## config.mk

```make
export PLATFORM = sky130hd
export DESIGN_NAME = sysctl_regport
export DESIGN_NICKNAME = d
export VERILOG_FILES = /design/src/rtl/sysctl_pkg.sv /design/src/rtl/sysctl_decode.sv /design/src/rtl/sysctl_ctl.sv /design/src/rtl/sysctl_rdmux.sv /design/src/rtl/sysctl_regport.sv
export SDC_FILE = /design/constraint.sdc
export NUM_CORES = 1
export LEC_CHECK = 0
export BUFFER_PORTS_ARGS = -buffer_cell sky130_fd_sc_hd__buf_2
export CAP_MARGIN = 20
export CORE_MARGIN = 4
export CORE_UTILIZATION = 35
export DETAILED_ROUTE_END_ITERATION = 7
export REMOVE_ABC_BUFFERS = 1
export SYNTH_ARGS = -nofsm -noshare
export SYNTH_HDL_FRONTEND = slang
export SYNTH_HIERARCHICAL = 1
export SYNTH_SLANG_ARGS = --single-unit
```

## constraint.sdc

```tcl
create_clock -name clk -period 1.5 [get_ports clk]
set_clock_uncertainty 0.15 [all_clocks]
set_input_delay 0.225 -clock clk [delete_from_list [all_inputs] [get_ports clk]]
set_output_delay 0.225 -clock clk [all_outputs]
set_load 0.01 [all_outputs]
```

## src/rtl/sysctl_pkg.sv

```systemverilog
package sysctl_pkg;

    localparam int DATA_W = 8;
    localparam int SC_W   = 4;
    localparam int NPORT  = 11;

    // port slot indices
    localparam int PI_SPECIAL = 0;
    localparam int PI_CPUCFG  = 1;
    localparam int PI_FEAT    = 2;
    localparam int PI_STAT    = 3;
    localparam int PI_LIGHT   = 4;
    localparam int PI_EQUIP   = 5;
    localparam int PI_PW1     = 6;
    localparam int PI_PW2     = 7;
    localparam int PI_KEYLK   = 8;
    localparam int PI_SYSCTL  = 9;
    localparam int PI_MAP     = 10;
    // 0x823 is handled as a read-only slot past the table end
    localparam logic [15:0] L2STAT_ADDR = 16'h0823;

    localparam logic [DATA_W-1:0] K_CPUCFG = 8'hEF;
    localparam logic [DATA_W-1:0] K_FEAT   = 8'hAD;
    localparam logic [DATA_W-1:0] K_STAT   = 8'hE0;
    localparam logic [DATA_W-1:0] K_EQUIP  = 8'h3C;
    localparam logic [DATA_W-1:0] K_EXTF   = 8'h39;
    localparam logic [DATA_W-1:0] K_KEYLK  = 8'h00;
    localparam logic [DATA_W-1:0] K_L2STAT = 8'h03;
    localparam logic [DATA_W-1:0] K_NONE   = 8'hFF;

    function automatic logic [15:0] port_addr(input int idx);
        case (idx)
            PI_SPECIAL: port_addr = 16'h0092;
            PI_CPUCFG:  port_addr = 16'h0800;
            PI_FEAT:    port_addr = 16'h0802;
            PI_STAT:    port_addr = 16'h0803;
            PI_LIGHT:   port_addr = 16'h0808;
            PI_EQUIP:   port_addr = 16'h080C;
            PI_PW1:     port_addr = 16'h0810;
            PI_PW2:     port_addr = 16'h0812;
            PI_KEYLK:   port_addr = 16'h0818;
            PI_SYSCTL:  port_addr = 16'h081C;
            PI_MAP:     port_addr = 16'h0850;
            default:    port_addr = 16'hFFFF;
        endcase
    endfunction

    function automatic logic [NPORT-1:0] wr_mask_f();
        logic [NPORT-1:0] m;
        m = '0;
        m[PI_SPECIAL] = 1'b1;
        m[PI_CPUCFG]  = 1'b1;
        m[PI_FEAT]    = 1'b1;
        m[PI_STAT]    = 1'b1;
        m[PI_LIGHT]   = 1'b1;
        m[PI_PW1]     = 1'b1;
        m[PI_PW2]     = 1'b1;
        m[PI_SYSCTL]  = 1'b1;
        m[PI_MAP]     = 1'b1;
        return m;
    endfunction

    function automatic logic [NPORT-1:0] rd_mask_f();
        logic [NPORT-1:0] m;
        m = '0;
        m[PI_SPECIAL] = 1'b1;
        m[PI_CPUCFG]  = 1'b1;
        m[PI_FEAT]    = 1'b1;
        m[PI_STAT]    = 1'b1;
        m[PI_EQUIP]   = 1'b1;
        m[PI_PW1]     = 1'b1;
        m[PI_KEYLK]   = 1'b1;
        m[PI_SYSCTL]  = 1'b1;
        m[PI_MAP]     = 1'b1;
        return m;
    endfunction

    typedef struct packed {
        logic            rst_req;
        logic            endian;
        logic            light;
        logic [SC_W-1:0] sc;
        logic            cmap;
        logic            pulse1;
        logic            pulse2;
    } ctl_t;

    typedef struct packed {
        logic [DATA_W-1:0] rdata;
        logic              err;
    } bus_t;

endpackage

```

## src/rtl/sysctl_decode.sv

```systemverilog
module sysctl_decode
    import sysctl_pkg::*;
#(
    parameter int ADDR_W = 16
) (
    input  logic [ADDR_W-1:0] addr,
    output logic [NPORT-1:0]  hit,
    output logic              hit_l2,
    output logic              rd_ok,
    output logic              wr_ok
);
    localparam logic [NPORT-1:0] WR_MASK = wr_mask_f();
    localparam logic [NPORT-1:0] RD_MASK = rd_mask_f();

    for (genvar i = 0; i < NPORT; i++) begin : g_cmp
        assign hit[i] = (addr == ADDR_W'(port_addr(i)));
    end

    assign hit_l2 = (addr == ADDR_W'(L2STAT_ADDR));

    always_comb begin
        rd_ok = (|(hit & RD_MASK)) | hit_l2;
        wr_ok = |(hit & WR_MASK);
    end

endmodule

```

## src/rtl/sysctl_ctl.sv

```systemverilog
module sysctl_ctl
    import sysctl_pkg::*;
(
    input  logic              clk,
    input  logic              rst_n,
    input  logic              wr_en,
    input  logic [DATA_W-1:0] wdata,
    input  logic [NPORT-1:0]  hit,
    output ctl_t              ctl_q
);
    ctl_t ctl_d;
    logic unused_wdata_hi;

    assign unused_wdata_hi = ^wdata[DATA_W-1:SC_W];

    always_comb begin
        ctl_d        = ctl_q;
        ctl_d.pulse1 = 1'b0;
        ctl_d.pulse2 = 1'b0;
        if (wr_en) begin
            if (hit[PI_SPECIAL]) begin
                ctl_d.rst_req = wdata[0];
                ctl_d.endian  = wdata[1];
            end
            if (hit[PI_LIGHT])  ctl_d.light  = wdata[0];
            if (hit[PI_PW1])    ctl_d.pulse1 = 1'b1;
            if (hit[PI_PW2])    ctl_d.pulse2 = 1'b1;
            if (hit[PI_SYSCTL]) ctl_d.sc     = wdata[SC_W-1:0];
            if (hit[PI_MAP])    ctl_d.cmap   = wdata[0];
        end
    end

    always_ff @(posedge clk or negedge rst_n) begin
        if (!rst_n) ctl_q <= '0;
        else        ctl_q <= ctl_d;
    end

    a_r2_special_follows: assert property (@(posedge clk) disable iff (!rst_n)
        wr_en && hit[PI_SPECIAL] |=>
            (ctl_q.rst_req == $past(wdata[0])) && (ctl_q.endian == $past(wdata[1])));

    a_r6_pulse1_source: assert property (@(posedge clk) disable iff (!rst_n)
        ctl_q.pulse1 |-> $past(wr_en && hit[PI_PW1]));

    a_r6_pulse2_source: assert property (@(posedge clk) disable iff (!rst_n)
        ctl_q.pulse2 |-> $past(wr_en && hit[PI_PW2]));

    a_r7_sc_hold: assert property (@(posedge clk) disable iff (!rst_n)
        !(wr_en && hit[PI_SYSCTL]) |=> $stable(ctl_q.sc));

    a_r8_map_hold: assert property (@(posedge clk) disable iff (!rst_n)
        !(wr_en && hit[PI_MAP]) |=> $stable(ctl_q.cmap));

    a_r5_light_hold: assert property (@(posedge clk) disable iff (!rst_n)
        !(wr_en && hit[PI_LIGHT]) |=> $stable(ctl_q.light));

endmodule

```

## src/rtl/sysctl_rdmux.sv

```systemverilog
module sysctl_rdmux
    import sysctl_pkg::*;
(
    input  logic [NPORT-1:0]  hit,
    input  logic              hit_l2,
    input  ctl_t              ctl,
    output logic [DATA_W-1:0] rval
);
    always_comb begin
        rval = K_NONE;
        if (hit[PI_SPECIAL])     rval = {{(DATA_W-2){1'b0}}, ctl.endian, 1'b0};
        else if (hit[PI_CPUCFG]) rval = K_CPUCFG;
        else if (hit[PI_FEAT])   rval = K_FEAT;
        else if (hit[PI_STAT])   rval = K_STAT;
        else if (hit[PI_EQUIP])  rval = K_EQUIP;
        else if (hit[PI_PW1])    rval = K_EXTF;
        else if (hit[PI_KEYLK])  rval = K_KEYLK;
        else if (hit[PI_SYSCTL]) rval = {{(DATA_W-SC_W){1'b0}}, ctl.sc};
        else if (hit[PI_MAP])    rval = {{(DATA_W-1){1'b0}}, ctl.cmap};
        else if (hit_l2)         rval = K_L2STAT;
    end

endmodule

```

## src/rtl/sysctl_regport.sv

```systemverilog
module sysctl_regport
    import sysctl_pkg::*;
#(
    parameter int ADDR_W = 16
) (
    input  logic              clk,
    input  logic              rst_n,
    input  logic [ADDR_W-1:0] addr,
    input  logic              wr_en,
    input  logic              rd_en,
    input  logic [7:0]        wdata,
    output logic [7:0]        rdata,
    output logic              err,
    output logic              reset_req,
    output logic              endian_le,
    output logic              disk_light,
    output logic              contig_map,
    output logic              lock_tog1,
    output logic              lock_tog2
);
    logic [NPORT-1:0]  hit;
    logic              hit_l2;
    logic              rd_ok;
    logic              wr_ok;
    ctl_t              ctl_q;
    logic [DATA_W-1:0] rval;
    bus_t              bus_d;
    bus_t              bus_q;

    sysctl_decode #(.ADDR_W(ADDR_W)) u_decode (
        .addr   (addr),
        .hit    (hit),
        .hit_l2 (hit_l2),
        .rd_ok  (rd_ok),
        .wr_ok  (wr_ok)
    );

    sysctl_ctl u_ctl (
        .clk   (clk),
        .rst_n (rst_n),
        .wr_en (wr_en),
        .wdata (wdata),
        .hit   (hit),
        .ctl_q (ctl_q)
    );

    sysctl_rdmux u_rdmux (
        .hit    (hit),
        .hit_l2 (hit_l2),
        .ctl    (ctl_q),
        .rval   (rval)
    );

    always_comb begin
        bus_d     = bus_q;
        bus_d.err = (rd_en && !rd_ok) || (wr_en && !wr_ok);
        if (rd_en) bus_d.rdata = rval;
    end

    always_ff @(posedge clk or negedge rst_n) begin
        if (!rst_n) bus_q <= '0;
        else        bus_q <= bus_d;
    end

    assign rdata      = bus_q.rdata;
    assign err        = bus_q.err;
    assign reset_req  = ctl_q.rst_req;
    assign endian_le  = ctl_q.endian;
    assign disk_light = ctl_q.light;
    assign contig_map = ctl_q.cmap;
    assign lock_tog1  = ctl_q.pulse1;
    assign lock_tog2  = ctl_q.pulse2;

    a_r10_rdata_hold: assert property (@(posedge clk) disable iff (!rst_n)
        !rd_en |=> $stable(rdata));

    a_r9_unknown_read_ff: assert property (@(posedge clk) disable iff (!rst_n)
        rd_en && !rd_ok |=> rdata == 8'hFF);

    a_r4_cpucfg_id: assert property (@(posedge clk) disable iff (!rst_n)
        rd_en && addr == ADDR_W'(16'h0800) |=> rdata == 8'hEF);

    a_r3_special_read: assert property (@(posedge clk) disable iff (!rst_n)
        rd_en && addr == ADDR_W'(16'h0092) |=> rdata == {6'b0, $past(endian_le), 1'b0});

    a_r11_err_cause: assert property (@(posedge clk) disable iff (!rst_n)
        err |-> $past(rd_en || wr_en));

    a_r11_err_idle: assert property (@(posedge clk) disable iff (!rst_n)
        !rd_en && !wr_en |=> !err);

endmodule

```

[After elaboration in Yosys (flattened, before gate mapping)]
Cells that the tools add are included.
Storage, ports and cells
  bits in registers: 19
  ROM bits: 0
  latch bits: 0
  memory bits (writable): 0
  logic and storage cells: 46
  memories kept: 0
  output and inout bits: 15
Cells by class
  div/mod/pow operators: 0
  bitwise operators: 1
  add/sub/neg operators: 0
  $lt $le $gt $ge: 0
  mux-type cells: 13
  shift operators: 0
  eq/ne operators: 12
  multipliers: 0
  reductions and logical operators: 11
Operator list (number)
  16-bit by 12-bit == test with 1-bit output, second input constant: 11
  8-bit two-way mux: 10
  9-bit OR reduction: 2
  16-bit by 8-bit == test with 1-bit output, second input constant: 1
  2-bit AND reduction: 4
  1-bit logical AND: 2
  1-bit zero test: 2
  1-bit two-way mux: 2
  2-bit two-way mux: 1
  1-bit logical OR: 1
  1-bit OR: 1

[Logic depth before layout (Yosys ltp)]
  depth after elaboration: 11
  mapped depth: 9
  depth with buffers taken out: 8

[Modules after synthesis]
Netlist, hierarchy kept.
By module, submodules not included
  sysctl_ctl: area an instance 372.9 um2, times used 1, sequential area each 250.2 um2, cells each 24
  sysctl_regport: area an instance 370.4 um2, times used 1, sequential area each 225.2 um2, cells each 21
  sysctl_decode: area an instance 356.6 um2, times used 1, sequential area each 0.0 um2, cells each 53
  sysctl_rdmux: area an instance 202.7 um2, times used 1, sequential area each 0.0 um2, cells each 34

[Least setup slack after synthesis]
OpenSTA, ideal clock, no wires.
  path kind: in2reg
  from: input addr[9]
  to: register bus_q, in the netlist rdata[0]
  stages on the path: 9
  path buffers: 1
  library setup time: 0.125 ns
  arrival time: 2.367 ns
  setup slack: -1.142 ns
  cells stage by stage: or3_1 buf_2 nor4_4 nand4_1 nor2_1 inv_1 o221a_1 o311a_1 mux2_4
On the way
  elaborated cells between the ends (all ways): 18
RTL lines
  start, declared: RTL line sysctl_regport.sv:8  | input logic [ADDR_W-1:0] addr,
  16-bit by 12-bit == test with 1-bit output: RTL line sysctl_decode.sv:16  | assign hit[i] = (addr == ADDR_W'(port_addr(i)));
  named net hit[9]: RTL line sysctl_regport.sv:21  | logic [NPORT-1:0] hit;
  8-bit two-way mux: RTL line sysctl_rdmux.sv:18  | else if (hit[PI_SYSCTL]) rval = {{(DATA_W-SC_W){1'b0}}, ctl.sc};
  8-bit two-way mux: RTL line sysctl_rdmux.sv:17  | else if (hit[PI_KEYLK]) rval = K_KEYLK;
  8-bit two-way mux: RTL line sysctl_rdmux.sv:16  | else if (hit[PI_PW1]) rval = K_EXTF;
  8-bit two-way mux: RTL line sysctl_rdmux.sv:15  | else if (hit[PI_EQUIP]) rval = K_EQUIP;
  8-bit two-way mux: RTL line sysctl_rdmux.sv:14  | else if (hit[PI_STAT]) rval = K_STAT;
  8-bit two-way mux: RTL line sysctl_rdmux.sv:13  | else if (hit[PI_FEAT]) rval = K_FEAT;
  8-bit two-way mux: RTL line sysctl_rdmux.sv:12  | else if (hit[PI_CPUCFG]) rval = K_CPUCFG;
  8-bit two-way mux: RTL line sysctl_rdmux.sv:11  | if (hit[PI_SPECIAL]) rval = {{(DATA_W-2){1'b0}}, ctl.endian, 1'b0};
  named net rval[0]: RTL line sysctl_regport.sv:26  | logic [DATA_W-1:0] rval;
  end signal, assigned: RTL line sysctl_regport.sv:62  | else bus_q <= bus_d;
  end, declared: RTL line sysctl_regport.sv:28  | bus_t bus_q;
The timed path passes the listed nets, and every way through them passes these cells.
A chain may end at the register's enable or synchronous reset.

[Worst setup path in the final report]
  from: input addr[13]
  to: register bus_q, in the netlist rdata[0]
The elaborated chain is that of the path after synthesis.

==> key figures <==
Pwr
  – Total power density per cell area: 485 nW/um2
  – Leakage component of the power: 1.02 nW
  – Worst voltage drop across the vdd grid: 0.000418 V
  – Tot Pwr: 0.00103 W

STA
  – Slew at the pin closest to its max-slew limit: 0.428 ns
  – Fmax: about 430 MHz
  – Pins over their slew limit: 0
  – Number of hold violations in the final report: 0
  – Relative slew margins: a little under three quarters
  – Tcrit/Tclk final: 154%
  – Final-layout setup total negative slack: -10.08 ns
  – Shortest period the worst path allows: 2.32 ns
  – Final setup viols: 18
  – Smallest setup slack after layout: -0.817 ns
  – Setup repair after global routing missed its margin: true

Flow run
  – Maxcap violations: 0

Place
  – Placed Cells: between 200 and 300
  – GPL Wtd Cong: 0.860
  – HPWL Detailed: 3060 um
  – Setup slack at placement: -1.12 ns
  – Input/output buffers: 38

Clock tree
  – CTS root buf: sky130_fd_sc_hd__clkbuf_8
  – Max H-tree Level: 1
  – Largest buffer count on any clock path: 2
  – Clock Latency Late Sink: 0.26 ns
  – CTS tree: built
  – Total clock buffers created by CTS: 3
  – Clock-pin slew of the registers on the worst-case setup and hold paths: approximately 0.070 ns
  – Clk sinks: 19

Route
  – Average wire per standard cell: 15.0 um
  – Routed via count divided by cell count: 5.09
  – Post-route DRC: 0
  – Detailed Route WL: 3900 um
  – Number of optimization iterations in the first detailed-route pass: 4
  – Final ANT Viol Nets: 0
  – Number of DRC markers in iteration 0: 55
  – DR vias: 1324

Global routing
  – Initial antenna violation count: 0
  – Pin count of the biggest net entering global routing: 20
  – GRT Resource Usage Total: 16.9%
  – Number of global-route vias before repair: 1363
  – Global-route wire length before repair: 6600 um
  – Total global routing overflow: 0

Finish
  – Layout cells sized above 1: 66.4%
  – Most common cell after layout, fill and taps aside: sky130_fd_sc_hd__buf_2
  – Ant. Diodes: 0
  – Synthesis-to-layout area growth: 62.5%
  – Commonest non-fill, non-tap cells in the layout: 37 x sky130_fd_sc_hd__buf_2, 36 x sky130_fd_sc_hd__buf_4, 19 x sky130_fd_sc_hd__dfrtp_1
  – # nets final: about 240
  – Final non-filler cell total: 260

Synthesis
  – Count of synthesis-stage warnings from yosys: 6
  – Primary flip-flop cell chosen by synthesis mapping: sky130_fd_sc_hd__dfrtp_1
  – Async set or reset register ratio after synthesis: 100%
  – Post-Synthesis Cell Area: 1300 um2
  – Cells after synthesis: 132
  – Mean area per synthesized cell: approximately 9.9 um2
  – Count of flip-flops with a built-in enable after synthesis: 0
  – Library cells used by synthesis: 41
  – #FFs+latches synth: 19
  – Sequential area share after synthesis: between 30% and 40%

Critical path
  – CP endpoint kind: flip-flop
  – Critical Path Max Stage Delay: 0.58 ns
  – Required time of the critical path: 1.50 ns
  – Element type at the critical path start: input pin
  – Crit path kind: input pin to flip-flop
  – Highest-delay cell along the critical path: sky130_fd_sc_hd__or4_4
  – Crit-path max FO: 4
  – Critical Path, Cell by Cell: buf_6 -> or4_4 -> nor4_4 -> nand4_1 -> nor2_2 -> inv_1 -> o221a_1 -> o311a_1 -> mux2_4
  – Signal arrival time at the worst endpoint: 2.32 ns

Die
  – Area of the die: 4760 um2
  – Core outline area: 3470 um2
  – Die height: just under 70 um
  – Initial standard-cell utilization of the core: 37.6%
  – DIE WIDTH: 69.0 um
  – Total I/O pin count: 43
  – Number of core rows: 21

Status
  – Status: complete, but fails checks
  – Violations in the final reports: setup timing

Min path
  – Path class of the lowest-slack min-delay path: input pin to flip-flop
==> cells by family (layout without fill, tap and decap cells) <==
family | Yosys count | in the layout | synth area share, %
AOI/OAI and AO/OA | 20 | 20 | 11.4
muxes | 16 | 16 | 16.1
DFF | 19 | 19 | 36.5
and+or+nand+nor | 61 | 61 | 29.5
buffers and inverters | 16 | 98 | 6.44
==> cell usage after synthesis (2+ instances only) <==
cell type                  number  share of area (%)
sky130_fd_sc_hd__buf_6          3                2.6
sky130_fd_sc_hd__a221oi_1       2                1.3
sky130_fd_sc_hd__or3b_2         2                1.3
sky130_fd_sc_hd__nor2_1        13                3.7
sky130_fd_sc_hd__nand4_1        2               0.96
sky130_fd_sc_hd__and3_1         2               0.96
sky130_fd_sc_hd__inv_1         11                3.2
sky130_fd_sc_hd__mux2_2         8                6.9
sky130_fd_sc_hd__nor3b_1        2                1.2
sky130_fd_sc_hd__mux2_4         8                9.2
sky130_fd_sc_hd__nor4_1         2               0.96
sky130_fd_sc_hd__and2_2         2                1.2
sky130_fd_sc_hd__nor4_4         2                3.3
sky130_fd_sc_hd__a21oi_1        4                1.5
sky130_fd_sc_hd__nor3_1         7                2.7
sky130_fd_sc_hd__or2_2          2               0.96
sky130_fd_sc_hd__o21ai_0        3                1.2
sky130_fd_sc_hd__nand2b_1       5                2.4
sky130_fd_sc_hd__dfrtp_1       19                 37
sky130_fd_sc_hd__nand2_1        9                2.6
sky130_fd_sc_hd__o22ai_1        2               0.96
sky130_fd_sc_hd__or3_1          3                1.4
==> state kept, by name (all words and copies together), names as in the netlist <==
name / count
err: 1
rdata: 8
u_ctl/ctl_q: 10
==> worst max-delay path: cells and delay by family <==
family	cells	cell delay, ns
simple gates	4	1.14
mux	1	0.25
compound gates	2	0.54
buf+inv	2	0.16
==> power by group <==
| part | internal [W] | total, W | switching [W] |
|---|---|---|---|
| Combinational | 0.0000742 | 0.000158 | 0.0000840 |
| Clock | 0.000189 | 0.000355 | 0.000166 |
| Sequential | 0.000514 | 0.000514 | 0.000000366 |
| Total | 0.000777 | 0.00103 | 0.000250 |
==> final timing paths <==
| path | from | to | slack [ns] | cells after the start |
|---|---|---|---|---|
| max in group asynchronous | rst_n | u_ctl/ctl_q[0] | 0.61 | 2 |
| min in group asynchronous | rst_n | u_ctl/ctl_q[1] | 0.28 | 2 |
| hold / removal | wdata[3] | u_ctl/ctl_q[6] | 0.05 | 2 |
| setup / recovery | addr[13] | rdata[0] | -0.82 | 9 |
| setup reg to reg | u_ctl/ctl_q[3] | rdata[0] | 0.08 | 3 |
| hold reg to reg | u_ctl/ctl_q[9] | u_ctl/ctl_q[9] | 0.35 | 1 |
==> layout make-up <==
type | count | area [um2]
clock buffer | 4 | 45.0
sequential | 19 | 475
multi-input combinational | 97 | 922
inverter | 11 | 41.3
timing repair buffer | 83 | 576
tap | 46 | 57.6
fill | 299 | 1350
==> metrics by stage <==
stage / hold WS (ns) / utilization, % / instance area (um2)
6_report: 0.0498 / 61.0 / 2120
5_1_grt: 0.0435 / 61.0 / 2120
4_1_cts: 0.0460 / 58.6 / 2030
3_5_place_dp: 0.0418 / 52.5 / 1820
3_3_place_gp: 0.0253 / 52.5 / 1820
2_1_floorplan: -0.221 / - / 1260
==> routing by layer <==
layer	up-vias	track usage [%]	part of all wire (%)
li1	645	-	-
met1	642	21.8	42
met2	33	28.1	51
met3	4	3.20	5.0
met4	0	5.86	1.5
met5	-	0	0
==> repair_timing <==
item                       CTS  global route
hold endpoints to repair    19             0
setup buffers                3             4
setup endpoints to repair   19            19
hold buffers                 1             0
gates resized for setup     33            20
pin swaps                    8             9
(Power assumes the default switching activity.)
